===== src/rtl/arb_mon_pkg.sv =====
package arb_mon_pkg;

  typedef enum logic [1:0] {
    MODE_IDLE = 2'b00,
    MODE_MTX  = 2'b01,
    MODE_MRX  = 2'b10,
    MODE_SRX  = 2'b11
  } bus_mode_e;

  typedef enum logic [1:0] {
    ST_RUN   = 2'b00,
    ST_DRAIN = 2'b01,
    ST_HALT  = 2'b10
  } arb_state_e;

endpackage


===== src/rtl/arb_mon_cmp.sv =====
module arb_mon_cmp
  import arb_mon_pkg::*;
#(
  parameter int BIT_W   = 4,
  parameter int ACK_IDX = 8
) (
  input  logic [1:0]       mode_i,
  input  logic             sda_drive_i,
  input  logic             sda_bus_i,
  input  logic [BIT_W-1:0] bit_idx_i,
  input  logic             sample_stb_i,
  input  logic             armed_i,
  output logic             tx_loss_o,
  output logic             rx_loss_o,
  output logic             ack_strobe_o
);

  localparam logic [BIT_W-1:0] ACK_POS = BIT_W'(ACK_IDX);

  bus_mode_e mode;
  logic      overruled;
  logic      in_data;
  logic      in_ack;

  always_comb begin
    mode         = bus_mode_e'(mode_i);
    // released line read back low: someone else is driving
    overruled    = sample_stb_i && sda_drive_i && !sda_bus_i;
    in_data      = bit_idx_i < ACK_POS;
    in_ack       = bit_idx_i == ACK_POS;
    ack_strobe_o = sample_stb_i && in_ack;
    tx_loss_o    = armed_i && overruled && in_data && (mode == MODE_MTX);
    rx_loss_o    = armed_i && overruled && in_ack  && (mode == MODE_MRX);
  end

endmodule


===== src/rtl/arb_mon_fsm.sv =====
module arb_mon_fsm
  import arb_mon_pkg::*;
(
  input  logic clk,
  input  logic rst_n,
  input  logic tx_loss_i,
  input  logic rx_loss_i,
  input  logic ack_strobe_i,
  input  logic flag_clr_i,
  output logic armed_o,
  output logic lost_o,
  output logic clk_run_o
);

  arb_state_e state_q, state_d;

  always_comb begin
    state_d = state_q;
    unique case (state_q)
      ST_RUN: begin
        if (rx_loss_i)      state_d = ST_HALT;
        else if (tx_loss_i) state_d = ST_DRAIN;
      end
      ST_DRAIN: begin
        if (flag_clr_i)        state_d = ST_RUN;
        else if (ack_strobe_i) state_d = ST_HALT;
      end
      ST_HALT: begin
        if (flag_clr_i) state_d = ST_RUN;
      end
      default: state_d = ST_RUN;
    endcase
  end

  always_ff @(posedge clk or negedge rst_n) begin
    if (!rst_n) state_q <= ST_RUN;
    else        state_q <= state_d;
  end

  always_comb begin
    armed_o   = state_q == ST_RUN;
    lost_o    = state_q != ST_RUN;
    clk_run_o = state_q != ST_HALT;
  end

endmodule


===== src/rtl/arb_mon_req.sv =====
module arb_mon_req (
  input  logic clk,
  input  logic rst_n,
  input  logic tx_loss_i,
  input  logic rx_loss_i,
  output logic to_slave_o
);

  always_ff @(posedge clk or negedge rst_n) begin
    if (!rst_n) to_slave_o <= 1'b0;
    else        to_slave_o <= tx_loss_i || rx_loss_i;
  end

endmodule


===== src/rtl/i2c_arb_monitor.sv =====
module i2c_arb_monitor #(
  parameter int BIT_W   = 4,
  parameter int ACK_IDX = 8
) (
  input  logic             clk,
  input  logic             rst_n,
  input  logic [1:0]       mode_i,
  input  logic             sda_drive_i,
  input  logic             sda_bus_i,
  input  logic [BIT_W-1:0] bit_idx_i,
  input  logic             sample_stb_i,
  input  logic             flag_clr_i,
  output logic             arb_lost_o,
  output logic             to_slave_o,
  output logic             clk_run_o,
  output logic             irq_o
);

  logic tx_loss, rx_loss, ack_strobe, armed;

  arb_mon_cmp #(.BIT_W(BIT_W), .ACK_IDX(ACK_IDX)) u_cmp (
    .mode_i       (mode_i),
    .sda_drive_i  (sda_drive_i),
    .sda_bus_i    (sda_bus_i),
    .bit_idx_i    (bit_idx_i),
    .sample_stb_i (sample_stb_i),
    .armed_i      (armed),
    .tx_loss_o    (tx_loss),
    .rx_loss_o    (rx_loss),
    .ack_strobe_o (ack_strobe)
  );

  arb_mon_fsm u_fsm (
    .clk          (clk),
    .rst_n        (rst_n),
    .tx_loss_i    (tx_loss),
    .rx_loss_i    (rx_loss),
    .ack_strobe_i (ack_strobe),
    .flag_clr_i   (flag_clr_i),
    .armed_o      (armed),
    .lost_o       (arb_lost_o),
    .clk_run_o    (clk_run_o)
  );

  arb_mon_req u_req (
    .clk        (clk),
    .rst_n      (rst_n),
    .tx_loss_i  (tx_loss),
    .rx_loss_i  (rx_loss),
    .to_slave_o (to_slave_o)
  );

  assign irq_o = arb_lost_o;

endmodule


===== config.mk =====
export PLATFORM = sky130hd
export DESIGN_NAME = i2c_arb_monitor
export DESIGN_NICKNAME = d
export VERILOG_FILES = /design/src/rtl/arb_mon_pkg.sv /design/src/rtl/arb_mon_cmp.sv /design/src/rtl/arb_mon_fsm.sv /design/src/rtl/arb_mon_req.sv /design/src/rtl/i2c_arb_monitor.sv
export SDC_FILE = /design/constraint.sdc
export NUM_CORES = 1
export LEC_CHECK = 0
export BUFFER_PORTS_ARGS = -buffer_cell sky130_fd_sc_hd__clkbuf_2
export CORE_AREA = 3 3 40 42
export CTS_BUF_LIST = sky130_fd_sc_hd__clkbuf_4 sky130_fd_sc_hd__clkbuf_8 sky130_fd_sc_hd__clkbuf_16
export DETAILED_ROUTE_END_ITERATION = 7
export DIE_AREA = 0 0 43 45
export SYNTH_ARGS = -nofsm -noshare
export SYNTH_HDL_FRONTEND = slang
export SYNTH_HIERARCHICAL = 1
export SYNTH_SLANG_ARGS = --single-unit

===== constraint.sdc =====
create_clock -name clk -period 3.2 [get_ports clk]
set_input_delay 0.16 -clock clk [delete_from_list [all_inputs] [get_ports clk]]
set_output_delay 0.16 -clock clk [all_outputs]
set_load 0.1 [all_outputs]

# Word level (Yosys, flattened, before mapping)
# Cells that the tools add are included.
[totals]
output_inout_bits = 4
wordCells = 31
register_bits = 3
inputBits = 12
[op_classes]
magnitude_cmp = 1
n_reduce_logical = 13
muxes = 6
eq_ne = 9
[ops]
columns = ["cell", "count"]
rows = [
  ["2-bit 2-to-1 mux", 5],
  ["1-bit logical AND", 8],
  ["2-bit case mux with 3 select lines", 1],
  ["2-bit by 1-bit equality test with 1-bit output, second input constant", 2],
  ["2-bit equality test, second input constant", 2],
  ["4-bit equality test, second input constant", 1],
  ["4-bit < comparator, second input constant", 1],
  ["2-bit != test, second input constant", 2],
  ["3-bit by 1-bit != test with 1-bit output, second input constant", 1],
  ["3-bit != test, second input constant", 1],
  ["3-bit AND reduction", 1],
  ["2-bit zero test", 1],
  ["2-bit nonzero test", 1],
  ["1-bit zero test", 1],
  ["1-bit logical OR", 1],
]

# Depth between registers and ports, before layout
# Gate-level depths: netlist of run 1.
[logic_depth]
ltp_word = 8
ltp_mapped = 6
mapped_depth_nobuf = 6

# Modules after synthesis
# Netlist of run 1, hierarchy kept.
[by_module_without_submodules]
columns = ["module", "n_inst", "seq_area_each_um2", "area_per_inst_um2", "cells_each"]
rows = [
  ["arb_mon_fsm", 1, 50.0, 118.9, 12],
  ["arb_mon_cmp", 1, 0.0, 50.0, 6],
  ["arb_mon_req", 1, 25.0, 31.3, 2],
  ["i2c_arb_monitor", 1, 0.0, 7.5, 1],
]

# Worst setup path before layout of run 1
# OpenSTA, ideal clock, no wires.
[synth_timing]
path_type = "register -> register"
start = "register u_fsm.state_q[1]"
end = "register u_fsm.state_q[0]"
setup_ns = 0.077
slack_ns = 1.077
n_path_buf = 0
period_less_slack_ns = 2.123
stages_incl_launch_ff = 7
arrival_time_ns = 2.046
t_required_ns = 3.123
path_cell_list = "dfrtp_1 > or2_1 > inv_1 > nand4b_1 > nor4b_1 > or3b_1 > a21oi_1"
[synth_via]
elab_chain_cells = 6
elab_cells_between_ends = 14
classes_between = "5 x eq/ne; 2 x mux; 7 x reduce/logical"
[synth_rtl]
columns = ["element", "line_no", "text"]
rows = [
  ["start, declared", "arb_mon_fsm.sv:15", "arb_state_e state_q, state_d;"],
  ["start signal, assigned", "arb_mon_fsm.sv:37", "else state_q <= state_d;"],
  ["2-bit zero test", "arb_mon_fsm.sv:41", "armed_o = state_q == ST_RUN;"],
  ["net armed", "i2c_arb_monitor.sv:19", "logic tx_loss, rx_loss, ack_strobe, armed;"],
  ["1-bit logical AND (3 in a row)", "arb_mon_cmp.sv:32", "tx_loss_o = armed_i && overruled && in_data && (mode == MODE_MTX);"],
  ["net tx_loss", "i2c_arb_monitor.sv:19", ""],
  ["3-bit by 1-bit != test with 1-bit output (no source line)", "n/a", ""],
  ["3-bit AND reduction (no source line)", "n/a", ""],
]
# The timed path passes the listed nets, and every way through them passes these cells.
# A chain may end at the register's enable or synchronous reset.

# Worst setup path in the final report of run 1
# Ends and elaborated chain as after synthesis.

==> results of run 1 <==
==> where the power goes <==
group | leakage (nW) | total (mW) | switching (mW) | internal (mW)
Sequential | 0.0415 | 0.0420 | 0.00197 | 0.0400
Clock | 0.0184 | 0.0726 | 0.0176 | 0.0550
Combinational | 0.115 | 0.0572 | 0.0442 | 0.0130
==> worst max-delay path, stage by stage (launching register included) <==
cell and delay [ns]:
dfrtp_1 0.40, or2_1 0.26, inv_1 0.06, nand4b_1 0.12, nor4b_1 0.37, or3b_1 0.38
a21oi_1 0.16
==> metal layers <==
layer,global-route usage,up-vias,share of wire
met5,0,-,0
li1,-,112,-
met1,0.0459,101,0.29
met3,0.0279,0,0.037
met2,0.123,3,0.67
met4,0.0904,0,0
==> kinds of logic (layout without fill, tap and decap cells) <==
family	count (synthesis)	after routing	share of synthesized area
and+or+nand+nor	12	12	0.476
AOI/OAI and AO/OA	3	3	0.0903
DFF	3	3	0.361
buffers and inverters	3	22	0.0723
==> worst paths after layout <==
check	start	slack, ns	to
min in group asynchronous	rst_n	0.26	u_fsm/state_q[1]$_DFFE_PN0P_
hold / removal	flag_clr_i	0.23	u_fsm/state_q[0]$_DFFE_PN0P_
setup reg to reg	u_fsm/state_q[1]$_DFFE_PN0P_	1.36	u_fsm/state_q[0]$_DFFE_PN0P_
max in group asynchronous	rst_n	2.83	u_fsm/state_q[0]$_DFFE_PN0P_
setup / recovery	u_fsm/state_q[1]$_DFFE_PN0P_	1.36	u_fsm/state_q[0]$_DFFE_PN0P_
hold reg to reg	u_fsm/state_q[1]$_DFFE_PN0P_	0.50	u_fsm/state_q[0]$_DFFE_PN0P_
==> flip-flops by register name, indices dropped and copies added, names as in the netlist <==
signal / flops
u_fsm/state_q: 2
u_req/to_slave_o: 1
==> synth_stat cells <==
| library cell | count | area share |
|---|---|---|
| dfrtp_1 | 3 | 0.36 |
| inv_1 | 2 | 0.036 |
| or2_1 | 2 | 0.060 |
| or3b_1 | 2 | 0.084 |
| a21oi_1 | 1 | 0.024 |
| and2b_1 | 1 | 0.036 |
| and3b_1 | 1 | 0.042 |
| buf_4 | 1 | 0.036 |
| nand2b_1 | 1 | 0.030 |
| nand4b_1 | 1 | 0.042 |
| nor2_1 | 1 | 0.018 |
| nor4b_1 | 1 | 0.042 |
| nor4b_2 | 1 | 0.072 |
| o21ai_0 | 1 | 0.024 |
| o31a_1 | 1 | 0.042 |
| or4b_1 | 1 | 0.048 |
==> cell type report <==
class	instances	area [sq um]	share of cell area
Multi-Input combinational cell	15	118	0.352
Inverter	2	7.51	0.0225
Tap cell	15	18.8	0.0562
Timing Repair Buffer	16	85.1	0.255
Clock buffer	4	30.0	0.0899
Sequential cell	3	75.1	0.225
==> stage by stage <==
step | hold slack [ns] | setup WS [ns]
4_1_cts | 0.231 | 1.35
3_3_place_gp | -0.0419 | 1.38
6_report | 0.229 | 1.36
5_1_grt | 0.246 | 1.12
3_5_place_dp | -0.0406 | 1.36
2_1_floorplan | -0.136 | 1.08
==> impl_metrics.toml, run 1 <==
[yosys]
yosysSeqAreaShare = 0.361
syn-num-nets = 33
ys_seq_elements = 3
syn_area_per_cell_sq_um = 9.89
synth_area_sq_um = 208
yosysWarnings = 6
syn-instance-count = 21
yosysUniqueCellTypes = 16

[cts]
cts.sinks = 3
cts_tree = "done"
cts.repair.resized = 0
clk_latency_ns = 0.23
cts_max_path_buffers = 2
post_cts_buffers = 0
h-tree-depth = 1
numCtsBuffers = 3
clkTransAtPathRegs_ns = 0.04
cts_root_buf = "clkbuf_4"
hold_buffers = 1

[layout]
final_cells = 55
design_area_sq_um = 334
drive_above_1_share = 0.500
num-fill-cells = 141
area_growth_pct = 60.8
antenna_cells = 0
final_cell_mix = "clkbuf_2, clkbuf_4, dfrtp_1"
fin_nets = 53
finish.utilization = 0.260
final_common_cell = "clkbuf_2"

[critical_path]
cp_max_fo = 5
worstPathArrival_ns = 1.98
setup.worst_path.start_class = "flip-flop"
rr_worst_depth = 6
critPathCaptureType = "flip-flop"
crit_type = "reg2reg"
cp.required_ns = 3.35

[placed_design]
dp.cells = 50
io_buffers = 15
gp_congestion = 0.594
dpl-instance-area_sq_um = 294

[floorplan]
num_rows = 13
initial_core_util = 0.162
die_h_um = 45
die_w_um = 43
core_sq_um = 1280
io_pins = 16
dieArea_sq_um = 1940

[timing]
setup_tns_ns = 0
rsz0062_at_grt = "no"
max_freq_mhz = 544
drv_slew = 0
hold_violations = 0
final_min_period_over_clock_period = 0.574
period_minus_slack_ns = 1.84
maxSlewHeadroom = 0.642
finalClockSkew_ns = 0.00178
worst_pin_slew_ns = 0.539
finalSetupViolations = 0

[grt]
grt_pass1_wl_um = 883
grt_remaining_overflow = 0
first_global_vias = 224
grtUsageTotal = 0.0683
grt_max_degree = 8
grt_antenna_before_repair = 0

[status]
status = "finished clean"

[pwr]
cellPowerDensity_nw_per_um2 = 514
power.total_mw = 0.172
vdd_ir_drop_max_mv = 0.108
leakagePower_nw = 0.174

[job]
drv_cap = 0

[detailed_routing]
first_pass_iters = 2
wl_per_cell_um = 8.95
vias_per_cell = 3.93
routed_wl_um = 492
postRouteAntennaNets = 0
drtIter0Drc = 3
drc_errors = 0
vias = 216

[hold_path]
whs_path_depth = 3
hold_class = "in2reg"
No activity file was read; power rests on OpenSTA's default activity.
==> run 2: changes to the inputs <==
- clock period: 3.2 -> 1.5 ns (I/O delays scaled with it)
==> run 2 against run 1 <==
Compared with the run above: the run now ends with negative setup slack left; global-route usage shrank 0.16 points; highest routed layer unchanged; final area grew 18%; via count grew 9.7%; first-iteration DRC count grew 130%; core utilization grew 4.8 points; largest power group unchanged; final cell count grew 9.1%; combinational power grew to 2.5 times the previous value; non-clock buffer count grew 5; register-to-register slack lost 1.6 ns; total power grew 130%.
==> impl_metrics.toml, run 2 (synthesis gave the netlist of run 1 again) <==
[detailed_routing]
first_pass_iters = 4
wl_per_cell_um = 8.60
routed_wl_um = 516
met3_length_um = 67
drc_errors = 0
drt-met1-wl_um = 201
vias = 237
top_layer = "met3"
vias_per_cell = 3.95
drtIter0Drc = 7
postRouteAntennaNets = 0
wl_met2_um = 247

[status]
violations = "negative setup slack"
status = "finished with violations"

[grt]
grtUsageTotal = 0.0668
grt_pass1_wl_um = 869
first_global_vias = 222
grt_max_degree = 7
grt_remaining_overflow = 0
grt_antenna_before_repair = 0

[pwr]
cellPowerDensity_nw_per_um2 = 988
vdd_ir_drop_max_mv = 0.211
leakagePower_nw = 0.211

[cts]
cts_max_path_buffers = 2
cts.sinks = 3
clk_latency_ns = 0.23
cts_root_buf = "clkbuf_4"
cts_tree = "done"
clkTransAtPathRegs_ns = 0.04
h-tree-depth = 1
numCtsBuffers = 3

[layout]
fin_nets = 58
final_common_cell = "clkbuf_2"
area_growth_pct = 90.4
drive_above_1_share = 0.667
antenna_cells = 0
largest_reg_flops = 2
top_regs = "u_fsm/state_q (2), u_req/to_slave_o (1)"
final_cell_mix = "clkbuf_2, buf_4, clkbuf_4"
top_register = "u_fsm/state_q"
finish.utilization = 0.308

[timing]
period_minus_slack_ns = 1.72
worst_pin_slew_ns = 0.538
max_freq_mhz = 581
hold_violations = 0
setup_slack_ns = -0.220
final_min_period_over_clock_period = 1.15
drv_slew = 0
maxSlewHeadroom = 0.643
whs_ns = 0.150
finalClockSkew_ns = 0.00275
rsz0062_at_grt = "yes"
finalSetupViolations = 2
setup_tns_ns = -0.297

[critical_path]
cpPeakStageDelay_ns = 0.41
critPathCaptureType = "flip-flop"
timing.rr.start = "u_fsm/state_q[1]$_DFFE_PN0P_"
critPathSlowestCell = "or3b_4"
rr_worst_depth = 6
endpoint = "u_fsm/state_q[0]$_DFFE_PN0P_"
worstPathArrival_ns = 1.88
crit_type = "reg2reg"
crit_chain = "or2_4 -> inv_2 -> nand4b_1 -> nor4b_2 -> or3b_4 -> a21oi_2"
r2r_slack_ns = -0.22
cp.depth = 6
cp_max_fo = 2
setup.worst_path.start_class = "flip-flop"
crit_family = "simple AND/OR/NAND/NOR gates"
r2r_end = "u_fsm/state_q[0]$_DFFE_PN0P_"
cp.required_ns = 1.66
startpoint = "u_fsm/state_q[1]$_DFFE_PN0P_"
crit_buf_inv = 1

[hold_path]
min-delay-start = "flag_clr_i"
hold_class = "in2reg"

[floorplan]
io_pins = 16
core_sq_um = 1280
num_rows = 13
die_h_um = 45
initial_core_util = 0.162
die_w_um = 43
dieArea_sq_um = 1940

[placed_design]
io_buffers = 15
gp_congestion = 0.606

[job]
drv_cap = 0
[run 2: cell types whose count changed in the layout (fill, tap and decap cells not counted), sizes merged]
cell	before	now
buf	0	6
clkbuf	19	18
[run 2: layout make-up]
type | instances | area, sq um
multi-input combinational | 15 | 141
inverter | 2 | 7.51
clock buffer | 4 | 30.0
sequential | 3 | 75.1
tap | 15 | 18.8
timing repair buffer | 21 | 123
fill | 140 | 890
[run 2: through the flow]
| stage | cells | instance area [sq um] | total power, mW | worst slack, ns |
|---|---|---|---|---|
| CTS | 59 | 373 | 0.398 | -0.206 |
| detailed placement | 54 | 333 | 0.228 | -0.190 |
| finish | 60 | 395 | 0.391 | -0.220 |
| floorplan | 21 | 216 | 0.192 | -0.305 |
| global placement | 54 | 333 | 0.229 | -0.131 |
| global route | 60 | 395 | 0.414 | -0.358 |
[run 2: worst reg2reg max path: stages (launching register included)]
cell      delay (ns)
dfrtp_1         0.36
or2_4           0.26
inv_2           0.04
nand4b_1        0.12
nor4b_2         0.33
or3b_4          0.41
a21oi_2         0.12
[run 2: worst min path at each step]
stage | to | slack (ns) | depth (start not counted)
floorplan | u_fsm/state_q[0]$_DFFE_PN0P_ | -0.22 | 0
global placement | u_req/to_slave_o$_DFF_PN0_ | -0.13 | 1
detailed placement | u_req/to_slave_o$_DFF_PN0_ | -0.13 | 1
CTS | u_fsm/state_q[0]$_DFFE_PN0P_ | 0.13 | 3
global route | u_fsm/state_q[0]$_DFFE_PN0P_ | 0.15 | 3
finish | u_fsm/state_q[0]$_DFFE_PN0P_ | 0.15 | 3
[run 2: metal layers]
metal / vias up / track usage
li1: 124 / -
met1: 99 / 0.0752
met2: 14 / 0.0808
met3: 0 / 0.0159
met4: 0 / 0.108
met5: - / 0
[run 2: timing repair]
| action | 4_1_cts | 5_1_grt |
|---|---|---|
| setup endpoints to repair | 3 | 3 |
| gates resized for setup | 0 | 4 |
| buffers inserted | 0 | 2 |
| pin swaps | 0 | 6 |
| hold buffers | 1 | 0 |
| endpoints found under the hold margin | 3 | 0 |
[run 2: where the power goes]
part,internal (mW),switching [mW],leakage [nW],total (mW)
sequential,0.0853,0.00172,0.0415,0.0870
combinational,0.0426,0.102,0.151,0.145
clock,0.118,0.0412,0.0184,0.159
